**config.mk**
```make
export PLATFORM = sky130hd
export DESIGN_NAME = fir_ucode_mac
export DESIGN_NICKNAME = d
export VERILOG_FILES = /design/src/rtl/fir_uc_pkg.sv /design/src/rtl/fir_uc_rom.sv /design/src/rtl/fir_uc_seq.sv /design/src/rtl/fir_uc_datapath.sv /design/src/rtl/fir_ucode_mac.sv
export SDC_FILE = /design/constraint.sdc
export NUM_CORES = 1
export LEC_CHECK = 0
export ABC_CLOCK_PERIOD_IN_PS = 18100
export BUFFER_PORTS_ARGS = -buffer_cell sky130_fd_sc_hd__buf_2
export CORE_ASPECT_RATIO = 0.9
export CORE_MARGIN = 2
export CORE_UTILIZATION = 51
export DETAILED_ROUTE_END_ITERATION = 6
export PLACE_DENSITY = 0.76
export SETUP_SLACK_MARGIN = 0.4
export SLEW_MARGIN = 10
export SYNTH_ARGS = -nofsm -noshare
export SYNTH_HDL_FRONTEND = slang
export SYNTH_SLANG_ARGS = --single-unit
export TNS_END_PERCENT = 1
```
**constraint.sdc**
```tcl
create_clock -name clk -period 18.1 [get_ports clk]
set_clock_uncertainty 0.2 [all_clocks]
set_input_delay 2.715 -clock clk [delete_from_list [all_inputs] [get_ports clk]]
set_output_delay 2.715 -clock clk [all_outputs]
set_load 0.005 [all_outputs]
```
**src/rtl/fir_uc_pkg.sv**
```systemverilog
package fir_uc_pkg;

   // coefficient index used by tap k of a symmetric filter of length n
   function automatic int mirror_tap(input int k, input int n);
      return (k < n - 1 - k) ? k : n - 1 - k;
   endfunction

   // number of stored coefficients for an odd symmetric filter
   function automatic int coef_count(input int n);
      return (n + 1) / 2;
   endfunction

endpackage

```
**src/rtl/fir_uc_rom.sv**
```systemverilog
module fir_uc_rom #(
   parameter int NTAP = 7,
   parameter int PCW  = 4,
   parameter int CSW  = 2,
   parameter int TSW  = 3
) (
   input  logic [PCW-1:0] pc,
   output logic           le,
   output logic [CSW-1:0] csel,
   output logic [TSW-1:0] tsel,
   output logic           ps,
   output logic           lacc,
   output logic           clr,
   output logic           shift,
   output logic           hold,
   output logic           done,
   output logic [PCW-1:0] nxt
);
   localparam int DEPTH   = 2 ** PCW;
   localparam int FINISH  = NTAP + 1;

   typedef struct packed {
      logic           le;
      logic [CSW-1:0] csel;
      logic [TSW-1:0] tsel;
      logic           ps;
      logic           lacc;
      logic           clr;
      logic           shift;
      logic           hold;
      logic           done;
      logic [PCW-1:0] nxt;
   } uword_t;

   // address 0 waits for a sample, 1..NTAP multiply-accumulate, NTAP+1 publishes
   function automatic uword_t make_uw(input int a);
      uword_t u;
      u = '0;
      if (a == 0) begin
         u.le    = 1'b1;
         u.clr   = 1'b1;
         u.shift = 1'b1;
         u.hold  = 1'b1;
         u.nxt   = PCW'(1);
      end else if (a <= NTAP) begin
         u.csel = CSW'(fir_uc_pkg::mirror_tap(a - 1, NTAP));
         u.tsel = TSW'(a - 1);
         u.ps   = 1'b1;
         u.lacc = 1'b1;
         u.nxt  = PCW'(a + 1);
      end else if (a == FINISH) begin
         u.done = 1'b1;
         u.nxt  = '0;
      end else begin
         u.nxt  = '0;
      end
      return u;
   endfunction

   uword_t store [DEPTH];
   uword_t cur;

   for (genvar a = 0; a < DEPTH; a++) begin : g_word
      assign store[a] = make_uw(a);
   end

   assign cur   = store[pc];
   assign le    = cur.le;
   assign csel  = cur.csel;
   assign tsel  = cur.tsel;
   assign ps    = cur.ps;
   assign lacc  = cur.lacc;
   assign clr   = cur.clr;
   assign shift = cur.shift;
   assign hold  = cur.hold;
   assign done  = cur.done;
   assign nxt   = cur.nxt;
endmodule

```
**src/rtl/fir_uc_seq.sv**
```systemverilog
module fir_uc_seq #(
   parameter int NTAP = 7,
   parameter int PCW  = 4,
   parameter int CSW  = 2,
   parameter int TSW  = 3
) (
   input  logic           clk,
   input  logic           rst,
   input  logic           smp_valid,
   output logic           ready,
   output logic           accept,
   output logic           coef_ok,
   output logic [CSW-1:0] csel,
   output logic [TSW-1:0] tsel,
   output logic           ps,
   output logic           lacc,
   output logic           clr_go,
   output logic           shift_go,
   output logic           publish
);
   logic [PCW-1:0] pc;
   logic [PCW-1:0] nxt;
   logic           le, clr, shift, hold, done;

   fir_uc_rom #(.NTAP(NTAP), .PCW(PCW), .CSW(CSW), .TSW(TSW)) u_rom (
      .pc(pc), .le(le), .csel(csel), .tsel(tsel), .ps(ps), .lacc(lacc),
      .clr(clr), .shift(shift), .hold(hold), .done(done), .nxt(nxt)
   );

   assign ready    = hold;
   assign accept   = hold & smp_valid;
   assign coef_ok  = le;
   assign clr_go   = clr & accept;
   assign shift_go = shift & accept;
   assign publish  = done;

   always_ff @(posedge clk) begin
      if (rst)
         pc <= '0;
      else if (hold && !smp_valid)
         pc <= pc;
      else
         pc <= nxt;
   end
endmodule

```
**src/rtl/fir_uc_datapath.sv**
```systemverilog
module fir_uc_datapath #(
   parameter int DW   = 8,
   parameter int NTAP = 7,
   parameter int CSW  = 2,
   parameter int TSW  = 3
) (
   input  logic            clk,
   input  logic            rst,
   input  logic [DW-1:0]   smp_data,
   input  logic            coef_we,
   input  logic [CSW-1:0]  coef_idx,
   input  logic [DW-1:0]   coef_data,
   input  logic            coef_ok,
   input  logic [CSW-1:0]  csel,
   input  logic [TSW-1:0]  tsel,
   input  logic            ps,
   input  logic            lacc,
   input  logic            clr_go,
   input  logic            shift_go,
   input  logic            publish,
   output logic [2*DW-1:0] y_out,
   output logic            y_done
);
   localparam int NCOEF = fir_uc_pkg::coef_count(NTAP);
   localparam int AW    = 2 * DW;

   logic [DW-1:0] coef [NCOEF];
   logic [DW-1:0] dline [NTAP];
   logic [DW-1:0] op_c, op_x;
   logic [AW-1:0] prod, acc, y_q;
   logic          done_q;

   for (genvar i = 0; i < NCOEF; i++) begin : g_coef
      always_ff @(posedge clk) begin
         if (rst)
            coef[i] <= '0;
         else if (coef_we && coef_ok && coef_idx == CSW'(i))
            coef[i] <= coef_data;
      end
   end

   for (genvar t = 0; t < NTAP; t++) begin : g_dline
      if (t == 0) begin : g_head
         always_ff @(posedge clk) begin
            if (rst)           dline[t] <= '0;
            else if (shift_go) dline[t] <= smp_data;
         end
      end else begin : g_body
         always_ff @(posedge clk) begin
            if (rst)           dline[t] <= '0;
            else if (shift_go) dline[t] <= dline[t-1];
         end
      end
   end

   always_comb begin
      op_c = '0;
      for (int i = 0; i < NCOEF; i++)
         if (csel == CSW'(i)) op_c = coef[i];
   end

   always_comb begin
      op_x = '0;
      for (int t = 0; t < NTAP; t++)
         if (tsel == TSW'(t)) op_x = dline[t];
   end

   always_comb begin
      if (ps)
         prod = $signed({{DW{op_c[DW-1]}}, op_c}) * $signed({{DW{op_x[DW-1]}}, op_x});
      else
         prod = '0;
   end

   always_ff @(posedge clk) begin
      if (rst)         acc <= '0;
      else if (clr_go) acc <= '0;
      else if (lacc)   acc <= acc + prod;
   end

   always_ff @(posedge clk) begin
      if (rst) begin
         y_q    <= '0;
         done_q <= 1'b0;
      end else begin
         done_q <= publish;
         if (publish) y_q <= acc;
      end
   end

   assign y_out  = y_q;
   assign y_done = done_q;
endmodule

```
**src/rtl/fir_ucode_mac.sv**
```systemverilog
module fir_ucode_mac #(
   parameter int  DW    = 8,
   parameter int  NTAP  = 7,
   localparam int NCOEF = (NTAP + 1) / 2,
   localparam int CSW   = (NCOEF > 1) ? $clog2(NCOEF) : 1,
   localparam int TSW   = $clog2(NTAP),
   localparam int PCW   = $clog2(NTAP + 2)
) (
   input  logic            clk,
   input  logic            rst,
   input  logic            smp_valid,
   input  logic [DW-1:0]   smp_data,
   output logic            smp_ready,
   input  logic            coef_we,
   input  logic [CSW-1:0]  coef_idx,
   input  logic [DW-1:0]   coef_data,
   output logic [2*DW-1:0] y_out,
   output logic            y_done
);
   if (NTAP % 2 == 0 || NTAP < 3) begin : g_bad_ntap
      $error("tap count must be odd and at least 3");
   end
   if (DW < 2) begin : g_bad_dw
      $error("sample width must be at least 2");
   end

   logic           accept, coef_ok, ps, lacc, clr_go, shift_go, publish;
   logic [CSW-1:0] csel;
   logic [TSW-1:0] tsel;

   fir_uc_seq #(.NTAP(NTAP), .PCW(PCW), .CSW(CSW), .TSW(TSW)) u_seq (
      .clk(clk), .rst(rst), .smp_valid(smp_valid), .ready(smp_ready),
      .accept(accept), .coef_ok(coef_ok), .csel(csel), .tsel(tsel),
      .ps(ps), .lacc(lacc), .clr_go(clr_go), .shift_go(shift_go),
      .publish(publish)
   );

   fir_uc_datapath #(.DW(DW), .NTAP(NTAP), .CSW(CSW), .TSW(TSW)) u_dp (
      .clk(clk), .rst(rst), .smp_data(smp_data), .coef_we(coef_we),
      .coef_idx(coef_idx), .coef_data(coef_data), .coef_ok(coef_ok),
      .csel(csel), .tsel(tsel), .ps(ps), .lacc(lacc), .clr_go(clr_go),
      .shift_go(shift_go), .publish(publish), .y_out(y_out), .y_done(y_done)
   );

   logic unused_accept;
   assign unused_accept = accept;
endmodule

```
Word-level counts from Yosys, hierarchy flattened
Memory sizes are Yosys's and may differ from the RTL's.
Index checks and enable logic that the tools add are counted.
{"block": "word_totals", "register_bits": 37, "ramBits": 88, "rom_bits": 256, "inputBits": 22, "out_inout_bits": 18, "elab_cells": 90, "memories": 3}
{"memory": "(no name shown)", "depth": 16, "word_bits": 16, "rd": 1, "rd_ports_with_merged_regs": 0, "write_ports": 0, "line_no": "fir_uc_rom.sv:67", "rtl": "assign cur = store[pc];"}
{"memory": "u_dp.dline", "depth": 7, "word_bits": 8, "rd": 7, "rd_ports_with_merged_regs": 0, "write_ports": 7, "line_no": "fir_uc_datapath.sv:28", "rtl": "logic [DW-1:0] dline [NTAP];"}
{"memory": "u_dp.coef", "depth": 4, "word_bits": 8, "rd": 4, "rd_ports_with_merged_regs": 0, "write_ports": 4, "line_no": "fir_uc_datapath.sv:27", "rtl": "logic [DW-1:0] coef [NCOEF];"}
{"block": "classes", "add_sub_neg": 1, "n_mul": 1, "n_lt_le_gt_ge": 1, "n_eq_ne": 12, "muxes": 42, "bitwise": 15, "n_reduce_logical": 11}
{"op": "2-to-1 mux 8 bit", "count": 22}
{"op": "2-to-1 mux 16 bit", "count": 3}
{"op": "2-to-1 mux 1 bit", "count": 17}
{"op": "adder 16 bit", "count": 1}
{"op": "multiplier 8 x 8 -> 16 bit", "count": 1}
{"op": "OR 1 bit", "count": 11}
{"op": "== test 3 bit (second input constant)", "count": 3}
{"op": "== test 2 bit (second input constant)", "count": 4}
{"op": "== test 3 x 2 -> 1 bit (second input constant)", "count": 2}
{"op": "logical AND 1 bit", "count": 6}
{"op": ">= comparator 5 bit (second input constant)", "count": 1}
{"op": "inverter 4 -> 5 bit", "count": 1}
{"op": "== test 2 x 1 -> 1 bit (second input constant)", "count": 2}
{"op": "zero test 2 bit", "count": 2}
{"op": "AND 1 bit", "count": 3}
{"op": "== test 3 x 1 -> 1 bit (second input constant)", "count": 1}
{"op": "zero test 3 bit", "count": 1}
{"op": "OR reduction 2 bit", "count": 1}
{"op": "zero test 1 bit", "count": 1}

Depth between registers and ports, before layout
Gate-level depths: netlist (run 1).
{"block": "depth", "depth_word": 15, "depth_mapped": 33, "ltp_nobuf": 32}

Modules after synthesis
A second synthesis (run 1) with hierarchy kept.
{"block": "hier_totals", "cells_unflattened": 812, "hier_area_um2": 8802.2}
{"mod": "fir_uc_datapath", "instances": 1, "cells_per_inst": 762, "area_each_um2": 8368.0, "seq_area_each_um2": 3303.2}
{"mod": "fir_uc_seq", "instances": 1, "cells_per_inst": 20, "area_each_um2": 221.5, "seq_area_each_um2": 80.1}
{"mod": "fir_uc_rom", "instances": 1, "cells_per_inst": 30, "area_each_um2": 212.7, "seq_area_each_um2": 0.0}

Worst setup path before layout (run 1)
No wires, ideal clock.
{"block": "synth_timing", "path_type": "reg2reg", "from": "register u_seq.pc[0]", "to": "register u_dp.acc[15]", "setup_ns": 0.116, "arrival_time_ns": 7.783, "required_ns": 17.784, "path_slack_ns": 10.001, "path_stages_with_launch": 31, "path_buffers": 0, "period_less_slack_ns": 8.099, "path_cell_list": "dfxtp_1 inv_1 ha_1 nand2b_1 a21oi_2 mux4_2 a222oi_1 nor2_1 fa_1 inv_1 fa_1 inv_1 fa_1 inv_1 fa_1 inv_1 ha_1 a21oi_1 o21bai_1 a2111oi_0 o31ai_1 xnor2_1 nor2_1 ha_1 nand2_1 nor2_1 a211oi_1 o31ai_1 xnor3_1 a21oi_1 a31o_2"}
{"block": "synth_via", "elab_chain_len": 15, "elab_cells_between_ends": 32, "classes_between": "add/sub: 1; mul: 1; eq/ne: 9; mux: 14; bitwise: 3; reduce/logical: 3; memory: 1"}
{"element": "start, declared", "line_no": "fir_uc_seq.sv:21", "rtl": "logic [PCW-1:0] pc;"}
{"element": "start signal, assigned", "line_no": "fir_uc_seq.sv:41", "rtl": "pc <= pc;"}
{"element": "start signal, assigned", "line_no": "fir_uc_seq.sv:43", "rtl": "pc <= nxt;"}
{"element": "inverter 4 -> 5 bit (implied by the code) (*)", "line_no": "fir_uc_rom.sv:67"}
{"element": "memory read (16 x 16 bit) (*)"}
{"element": "2-to-1 mux 16 bit (implied by the code) (*) (2 in a row)", "line_no": "fir_uc_rom.sv:67"}
{"element": "zero test 3 bit", "line_no": "fir_uc_datapath.sv:65", "rtl": "if (tsel == TSW'(t)) op_x = dline[t];"}
{"element": "2-to-1 mux 8 bit (7 in a row)", "line_no": "fir_uc_datapath.sv:65"}
{"element": "multiplier 8 x 8 -> 16 bit", "line_no": "fir_uc_datapath.sv:70", "rtl": "prod = $signed({{DW{op_c[DW-1]}}, op_c}) * $signed({{DW{op_x[DW-1]}}, op_x});"}
{"element": "2-to-1 mux 16 bit", "line_no": "fir_uc_datapath.sv:69", "rtl": "if (ps)"}
{"element": "adder 16 bit", "line_no": "fir_uc_datapath.sv:78", "rtl": "else if (lacc) acc <= acc + prod;"}
{"element": "end signal, assigned", "line_no": "fir_uc_datapath.sv:78"}
{"element": "end, declared", "line_no": "fir_uc_datapath.sv:30", "rtl": "logic [AW-1:0] prod, acc, y_q;"}
Every way passes the cells marked *; elsewhere a longest branch is shown, timed or not. The select of a mux whose other input is x is not followed.
A chain may end at the register's enable or synchronous reset.

Worst setup path after layout (run 1)
Same ends and word-level chain as after synthesis.

==> results.ini, run 1 <==
[timing]
tightest_slew_ps=1100
fin_setup_tns_ps=0
finalSetupViolCount=0
rsz0062_at_grt=no
hold_viol=0
finalCriticalPeriod_ps=9060
fmax_mhz=110
finalCritPeriodShare_pct=50.1
final_max_slew_viol_count=0
holdWs_ps=249
slew_headroom_pct=27.0

[critical_path]
r2r_slack_ps=9040
cp_slowest_stage_delay_ps=940
cpMostUsedCell=inv_1
path_max_fanout=10
cp_slowest_cell=a222oi_1
worst-setup-path-type=reg2reg
required_ps=18210
start_kind=flop
arrival_ps=9170
crit_path_end_kind=flop

[synth]
yosys_warnings=0
synthAdderAreaFrac_pct=20.3
synth_top_family_by_area=adder cells
synthSimpleGateAreaFrac_pct=18.2
synth_cell_types=58
mappedNetlistArea_um2=8590
synth_mux_area_share_pct=4.94
synth_xor_area_share_pct=2.30
syn_nets=950
syn_inst=823
postSynthAreaPerCell_um2=10.4
ys_ff_latch=125
synth-compound-area-share_pct=9.74
synth_edf_count=88
ys_seq_area_share_pct=39.4
async_flop_share_pct=0
synth_flop_cell=edfxtp_1

[floorplanning]
die_x_um=141
die_y_um=127
die_area_um2=17900
rows=45
ios=40
coreArea_um2=16700
start_util_pct=51.6

[cts]
cts_root_buf=clkbuf_16
post-cts-setup-buffers=0
clock_latency_ps=420
cts_sinks=125
cts-resized-gates=0
clkTransAtPathRegs_ps=60
postCtsHoldBufs=0
htreeDepth=4
cts_buffers=17
cts_tree=done
cts_buffer_depth=2

[detailed_routing]
vias=5901
drc_errors=0
first_iter_violations=324
first_pass_iters=5
wirelength_mm=16.7
wl_per_cell_um=15.4
routed_via_density=5.43
drt.antenna.violating_nets=0

[outcome]
outcome=finished, final reports clean

[layout]
fin_nets=989
n_antenna_cell=0
drive_gt1_share_pct=13.0
post-route-util_pct=57.4
area_growth_pct=11.3

[placement]
port_buffers=39
gp_congestion=0.854
hpwl_mm=12.2

[grt]
antenna_found_initial=0
grt_overflow=0
track_usage_pct=19.9
grt_pass1_vias=5885
grt_pass1_wl_mm=28.6
grt_max_degree=57

[min_path]
hp-class=reg2reg

[job]
cap_violations=0

-- metal layers --
layer / vias to the layer above / GRT usage, % / wire, µm
met2: 124 / 32.1 / 7860
li1: 2878 / - / -
met1: 2878 / 27.3 / 7930
met5: - / 0 / 0
met3: 21 / 3.52 / 606
met4: 0 / 7.71 / 280
-- logic make-up (layout without fill, tap and decap cells) --
family / after synthesis / count (layout)
simple gates: 310 / 310
flops: 125 / 125
mux: 29 / 29
buf+inv: 114 / 166
fa+ha+maj: 105 / 105
compound gates: 119 / 119
xor+xnor: 21 / 21
-- layout make-up --
type                       instances  area [µm²]
fill                            1393        7100
clock buffer                      19         433
inverter                          90         340
timing repair buffer              44         233
clock inverter                    13         134
tap                              211         264
multi-input combinational        584        4780
sequential                       125        3380
-- cell usage after synthesis, types with 2 or more instances --
master | instances | area share, %
a21boi_0 | 3 | 0.26
fa_1 | 57 | 13
and2_1 | 92 | 6.7
nor3_1 | 19 | 1.1
mux4_1 | 6 | 1.8
mux2i_1 | 12 | 1.4
o21ai_0 | 14 | 0.82
o21a_1 | 6 | 0.52
o21ai_1 | 6 | 0.35
nand3_1 | 13 | 0.76
buf_2 | 2 | 0.12
buf_1 | 2 | 0.087
a211oi_1 | 6 | 0.52
o211ai_1 | 2 | 0.17
a31o_2 | 5 | 0.51
a21oi_1 | 41 | 2.4
mux4_2 | 2 | 0.52
mux2_2 | 9 | 1.2
and3_1 | 5 | 0.36
or2_2 | 5 | 0.36
xnor2_1 | 14 | 1.4
a22o_1 | 7 | 0.71
ha_1 | 48 | 7.0
nor4_1 | 2 | 0.15
inv_1 | 87 | 3.8
nor2_1 | 76 | 3.3
a21oi_2 | 3 | 0.31
dfxtp_1 | 37 | 8.6
a21o_1 | 7 | 0.61
clkbuf_1 | 19 | 0.83
edfxtp_1 | 88 | 31
nand2_1 | 63 | 2.8
o31ai_1 | 4 | 0.35
or3_1 | 5 | 0.36
nor2b_1 | 7 | 0.51
xor2_1 | 6 | 0.61
a311o_1 | 2 | 0.23
nand2b_1 | 10 | 0.73
or2_1 | 7 | 0.51
a221oi_2 | 6 | 1.0
-- metrics by stage --
stage / cells / area [µm²] / worst slack [ps]
3_5_place_dp: 1054 / 9000 / 9080
4_1_cts: 1086 / 9560 / 9070
3_3_place_gp: 1054 / 9000 / 9260
5_1_grt: 1086 / 9560 / 8340
2_1_floorplan: 823 / 8590 / 10000
6_report: 1086 / 9560 / 9040
-- placed cells by master, fill, tap and decap left out, types with 3 or more instances in the layout --
| cell | n |
|---|---|
| and2_1 | 92 |
| edfxtp_1 | 88 |
| inv_1 | 87 |
| nor2_1 | 75 |
| nand2_1 | 63 |
| fa_1 | 57 |
| ha_1 | 48 |
| a21oi_1 | 41 |
| buf_2 | 39 |
| dfxtp_1 | 37 |
| nor3_1 | 19 |
| clkbuf_16 | 17 |
| xnor2_1 | 14 |
| o21ai_0 | 14 |
| nand3_1 | 13 |
| mux2i_1 | 12 |
| nand2b_1 | 10 |
| mux2_2 | 9 |
| a21o_1 | 7 |
| a22o_1 | 7 |
| or2_1 | 7 |
| nor2b_1 | 7 |
| mux4_1 | 6 |
| a221oi_2 | 6 |
| o21ai_1 | 6 |
| a211oi_1 | 6 |
| o21a_1 | 6 |
| xor2_1 | 6 |
| or3_1 | 5 |
| or2_2 | 5 |
| a31o_2 | 5 |
| and3_1 | 5 |
| buf_4 | 5 |
| o31ai_1 | 4 |
| clkinv_4 | 4 |
| a21oi_2 | 3 |
| a21boi_0 | 3 |
| inv_6 | 3 |
-- worst paths after layout --
check / to / cells past startpoint / start
min reg2reg: u_dp.y_out[12] / 2 / u_dp.y_out[12]
min: u_dp.y_out[12] / 2 / u_dp.y_out[12]
max reg2reg: u_dp.acc[15] / 29 / u_seq.pc[0]
max: u_dp.acc[15] / 29 / u_seq.pc[0]
-- flip-flops by register name (all words and copies together), names as in the netlist --
signal and count:
u_seq.pc 4, u_dp.y_out 16, u_dp.acc 16, u_dp.coef 32, u_dp.y_done 1, u_dp.dline 56
-- critical path: cells and delay by family, from the launching register on --
family / cells / cell delay, ps
mux: 1 / 570
compound gates: 10 / 3370
simple gates: 5 / 770
flops: 1 / 390
fa+ha+maj: 7 / 2930
buf+inv: 5 / 330
xor+xnor: 1 / 390
Power of run 1 is left out: the tool's default activity adds up to more than one toggle a clock period on the data nets, which glitch-free logic cannot reach.
==> inputs of run 2 (changes only) <==
--- a/config.mk
+++ b/config.mk
@@ -5,7 +5,7 @@
 export SDC_FILE = /design/constraint.sdc
 export NUM_CORES = 1
 export LEC_CHECK = 0
-export ABC_CLOCK_PERIOD_IN_PS = 18100
+export ABC_CLOCK_PERIOD_IN_PS = 9130
 export BUFFER_PORTS_ARGS = -buffer_cell sky130_fd_sc_hd__buf_2
 export CORE_ASPECT_RATIO = 0.9
 export CORE_MARGIN = 2
==> constraint.sdc (replaced) <==
create_clock -name clk -period 9.13 [get_ports clk]
set_clock_uncertainty 0.2 [all_clocks]
set_input_delay 1.3695 -clock clk [delete_from_list [all_inputs] [get_ports clk]]
set_output_delay 1.3695 -clock clk [all_outputs]
set_load 0.005 [all_outputs]
==> results.ini, run 2 (same netlist as run 1, synthesis figures left out) <==
[outcome]
outcome=finished, final reports clean  ; unchanged

[grt]
grt_pass1_wl_mm=28.7  ; was 28.6 mm
grt_max_degree=62  ; was 57
use_met1_pct=27.2  ; was 27.3%
grt_busiest_layer=met2  ; unchanged
grt_overflow=0  ; unchanged
use_met2_pct=32.9  ; was 32.1%
track_usage_pct=20.2  ; was 19.9%
grtUsageMet3_pct=3.71  ; was 3.52%
grt_pass1_vias=5834  ; was 5885
antenna_found_initial=0  ; unchanged

[detailed_routing]
wl_per_cell_um=15.7  ; was 15.4 µm
drc_errors=0  ; unchanged
drt.antenna.violating_nets=0  ; unchanged
first_iter_violations=367  ; was 324
vias=5909  ; was 5901
first_pass_iters=5  ; unchanged
wirelength_mm=17.2  ; was 16.7 mm
routed_via_density=5.40  ; was 5.43

[min_path]
holdPathStages=2  ; unchanged
hp-class=reg2reg  ; unchanged

[cts]
cts_sinks=125  ; unchanged
postCtsHoldBufs=0  ; unchanged
clkTransAtPathRegs_ps=60  ; about the same
cts_buffer_depth=2  ; unchanged
cts_buffers=17  ; unchanged
cts_tree=done  ; unchanged
clock_latency_ps=430  ; was 420 ps
htreeDepth=4  ; unchanged
cts_root_buf=clkbuf_16  ; unchanged

[layout]
largest_register_ff_count=56  ; unchanged
area_growth_pct=12.7  ; was 11.3%
final_common_cell=and2_1  ; unchanged
most-common-layout-cells=and2_1 (92), edfxtp_1 (88), inv_1 (87)  ; unchanged
n_antenna_cell=0  ; unchanged
fin_nets=997  ; was 989
regMostFlops=u_dp.dline  ; unchanged
drive_gt1_share_pct=13.9  ; was 13.0%
fillers=1381  ; was 1393
reg_top3=u_dp.dline (56), u_dp.coef (32)  ; unchanged

[placement]
port_buffers=39  ; unchanged
hpwl_mm=12.5  ; was 12.2 mm
gp_congestion=0.866  ; was 0.854

[critical_path]
worst-setup-path-type=reg2reg  ; unchanged
start_kind=flop  ; unchanged
arrival_ps=8500  ; was 9170 ps
critical_path.startpoint=u_seq.pc[0]  ; unchanged
path_max_fanout=11  ; was 10
cp_slowest_cell=or3_2  ; was a222oi_1
crit_path_end_kind=flop  ; unchanged
r2r_slack_ps=740  ; was 9040 ps
r2r_cells=29  ; unchanged
r2r-start=u_seq.pc[0]  ; unchanged
worstReg2RegEnd=u_dp.acc[15]  ; unchanged
cp_slowest_stage_delay_ps=680  ; was 940 ps
required_ps=9250  ; was 18210 ps
endpoint=u_dp.acc[15]  ; unchanged

[floorplanning]
start_util_pct=51.6  ; unchanged
die_y_um=127  ; unchanged
ios=40  ; unchanged
die_area_um2=17900  ; unchanged
coreArea_um2=16700  ; unchanged
die_x_um=141  ; unchanged
rows=45  ; unchanged

[timing]
holdWs_ps=249  ; about the same
fmax_mhz=119  ; was 110 MHz
slew_headroom_pct=46.0  ; was 27.0%
finalCriticalPeriod_ps=8390  ; was 9060 ps
fin_setup_tns_ps=0  ; unchanged
tightest_slew_ps=811  ; was 1100 ps
rsz0062_at_grt=no  ; unchanged
finalCritPeriodShare_pct=91.8  ; was 50.1%
finalSetupViolCount=0  ; unchanged
final_max_slew_viol_count=0  ; unchanged
hold_viol=0  ; unchanged

[job]
cap_violations=0  ; unchanged

[run 2: cell types whose count changed in the layout (fill, tap and decap cells not counted), sizes merged]
cell	before	now
clkinvlp	3	2
clkinv	4	7
clkbuf	19	18
inv	95	94
buf	44	52
[run 2: worst min path at each step]
stage | start | endpoint | slack (ps)
2_1_floorplan | u_dp.acc[15] | u_dp.y_out[15] | 250
3_3_place_gp | u_dp.y_out[2] | u_dp.y_out[2] | 240
3_5_place_dp | u_dp.y_out[2] | u_dp.y_out[2] | 240
4_1_cts | u_dp.y_out[9] | u_dp.y_out[9] | 250
5_1_grt | u_dp.y_out[9] | u_dp.y_out[9] | 270
6_report | u_dp.y_out[6] | u_dp.y_out[6] | 250
[run 2: through the flow]
stage / cell area [µm²] / instances / setup slack, ps / util (%)
2_1_floorplan: 8590 / 823 / 1030 / -
3_3_place_gp: 9040 / 1060 / 788 / 54.2
3_5_place_dp: 9040 / 1060 / 629 / 54.2
4_1_cts: 9600 / 1092 / 559 / 57.6
5_1_grt: 9690 / 1094 / 355 / 58.1
6_report: 9690 / 1094 / 744 / 58.1
[run 2: timing repair]
item	CTS	global route
setup endpoints to repair	0	1
setup buffers	0	2
resized for setup	0	8
[run 2: critical path: cells and delay by family (launching register included)]
kind	cells	cell delay, ps
AOI/OAI and AO/OA	11	2280
xor gates and xnor gates	2	550
adders and majority gates	7	2730
buffers and inverters	4	380
DFF	1	390
and+or+nand+nor	5	1750
[run 2: metal layers]
metal | part of all wire (%) | wire [µm]
met3 | 4.5 | 777
met4 | 2.3 | 390
met1 | 45 | 7760
met2 | 48 | 8230
met5 | 0 | 0
[run 2: final cells by class]
cell class / instances / area (µm²) / share of cell area [%]
Multi-Input combinational cell: 584 / 4830 / 49.9
Sequential cell: 125 / 3380 / 34.9
Clock buffer: 18 / 429 / 4.43
Inverter: 90 / 340 / 3.51
Timing Repair Buffer: 52 / 305 / 3.15
Tap cell: 211 / 264 / 2.73
Clock inverter: 14 / 135 / 1.39
Power of run 2 is left out for the same reason.
==> inputs of run 3 (changes only) <==
--- a/config.mk
+++ b/config.mk
@@ -5,13 +5,13 @@
 export SDC_FILE = /design/constraint.sdc
 export NUM_CORES = 1
 export LEC_CHECK = 0
-export ABC_CLOCK_PERIOD_IN_PS = 9130
+export ABC_CLOCK_PERIOD_IN_PS = 7300
 export BUFFER_PORTS_ARGS = -buffer_cell sky130_fd_sc_hd__buf_2
 export CORE_ASPECT_RATIO = 0.9
 export CORE_MARGIN = 2
 export CORE_UTILIZATION = 51
 export DETAILED_ROUTE_END_ITERATION = 6
-export PLACE_DENSITY = 0.76
+export PLACE_DENSITY = 0.79
 export SETUP_SLACK_MARGIN = 0.4
 export SLEW_MARGIN = 10
 export SYNTH_ARGS = -nofsm -noshare
==> constraint.sdc (replaced) <==
create_clock -name clk -period 7.3 [get_ports clk]
set_clock_uncertainty 0.2 [all_clocks]
set_input_delay 1.095 -clock clk [delete_from_list [all_inputs] [get_ports clk]]
set_output_delay 1.095 -clock clk [all_outputs]
set_load 0.005 [all_outputs]
==> results.ini, run 3 (same netlist as run 1, synthesis figures left out) <==
[cts]
clkTransAtPathRegs_ps=60  ; about the same
cts_root_buf=clkbuf_16  ; unchanged
cts_tree=done  ; unchanged
clock_latency_ps=430  ; about the same
cts_buffer_depth=2  ; unchanged
cts_buffers=17  ; unchanged
htreeDepth=4  ; unchanged
cts_sinks=125  ; unchanged

[detailed_routing]
drt.antenna.violating_nets=0  ; unchanged
wl_per_cell_um=16.5  ; was 15.7 µm
first_pass_iters=5  ; unchanged
routed_via_density=5.52  ; was 5.40
wirelength_mm=18.9  ; was 17.2 mm
first_iter_violations=474  ; was 367
vias=6322  ; was 5909
drc_errors=0  ; unchanged

[timing]
finalCriticalPeriod_ps=7150  ; was 8390 ps
tightest_slew_ps=957  ; was 811 ps
fmax_mhz=140  ; was 119 MHz
finalSetupViolCount=0  ; unchanged
rsz0062_at_grt=yes  ; was no
setup_ws_ps=149  ; was 744 ps
finalCritPeriodShare_pct=98.0  ; was 91.8%
hold_viol=0  ; unchanged
slew_headroom_pct=35.7  ; was 46.0%
final_max_slew_viol_count=0  ; unchanged

[layout]
fillers=1224  ; was 1381
n_antenna_cell=0  ; unchanged
reg_top3=u_dp.dline (56), u_dp.coef (32)  ; unchanged
drive_gt1_share_pct=24.2  ; was 13.9%
area_growth_pct=21.4  ; was 12.7%
largest_register_ff_count=56  ; unchanged
final_common_cell=and2_1  ; unchanged
multi_input_area_um2=5050  ; was 4830 µm²
fin_nets=1049  ; was 997
seqCellArea_um2=3390  ; was 3380 µm²
most-common-layout-cells=and2_1 (92), edfxtp_1 (88), inv_1 (80)  ; was and2_1 (92), edfxtp_1 (88), inv_1 (87)
regMostFlops=u_dp.dline  ; unchanged

[critical_path]
crit_path_end_kind=flop  ; unchanged
cp_slowest_cell=fa_1  ; was or3_2
cp_slowest_stage_delay_ps=520  ; was 680 ps
start_kind=flop  ; unchanged
required_ps=7420  ; was 9250 ps
path_max_fanout=7  ; was 11
arrival_ps=7270  ; was 8500 ps
worst-setup-path-type=reg2reg  ; unchanged

[floorplanning]
start_util_pct=51.6  ; unchanged
coreArea_um2=16700  ; unchanged
ios=40  ; unchanged
rows=45  ; unchanged
die_y_um=127  ; unchanged
die_area_um2=17900  ; unchanged
die_x_um=141  ; unchanged

[grt]
antenna_found_initial=0  ; unchanged
grt_max_degree=57  ; was 62
grt_pass1_vias=6450  ; was 5834
grt_pass1_wl_mm=30.8  ; was 28.7 mm
track_usage_pct=21.6  ; was 20.2%
grt_overflow=0  ; unchanged

[min_path]
hp-class=reg2reg  ; unchanged

[placement]
hpwl_mm=12.5  ; about the same
port_buffers=39  ; unchanged
gp_congestion=0.879  ; was 0.866
dp_slack_ps=-68.3  ; was 629 ps

[outcome]
outcome=finished, final reports clean  ; unchanged

[job]
cap_violations=0  ; unchanged

## run 3: final cells by class
cell class | count | area share, %
timing repair buffer | 104 | 7.15
clock inverter | 14 | 1.98
multi-input combinational | 584 | 48.4
tap | 211 | 2.53
inverter | 90 | 3.33
sequential | 125 | 32.5
clock buffer | 17 | 4.08
## run 3: final timing paths
check / from / to / slack [ps] / cells after the start
setup reg to reg: u_seq.pc[0] / u_dp.acc[15] / 150 / 30
hold / removal: u_dp.y_out[2] / u_dp.y_out[2] / 250 / 2
setup / recovery: u_seq.pc[0] / u_dp.acc[15] / 150 / 30
hold reg to reg: u_dp.y_out[2] / u_dp.y_out[2] / 250 / 2
## run 3: metrics by stage
stage | instance area, µm² | cells | hold WS [ps] | util (%) | TNS, ps
after floorplan | 8660 | 823 | 245 | - | 0
after global placement | 9250 | 1078 | 242 | 55.5 | 0
after detailed placement | 9250 | 1078 | 247 | 55.5 | -68.3
after CTS | 10200 | 1135 | 254 | 61.5 | 0
after global routing | 10400 | 1145 | 269 | 62.6 | -403
final | 10400 | 1145 | 251 | 62.6 | 0
## run 3: metal layers
metal / part of all wire [%] / up-vias / GRT usage, %
met4: 2.1 / 0 / 8.88
met2: 51 / 158 / 37.1
met1: 43 / 3139 / 27.1
li1: - / 2987 / -
met5: 0 / - / 0
met3: 4.3 / 38 / 4.35
## run 3: worst max-delay path, delay by kind of cell, from the launching register on
family,cells,cell delay [ps]
buffers and inverters,9,870
xor gates and xnor gates,1,260
AOI/OAI and AO/OA,5,930
and+or+nand+nor,8,1550
DFF,1,390
adders and majority gates,7,2830
## run 3: what timing repair did
action	in CTS	in global routing
gates cloned	1	0
setup endpoints to repair	5	7
hold buffers	0	0
resized for setup	41	25
buffers inserted	25	10
pin swaps	26	18
Power of run 3 is left out for the same reason.
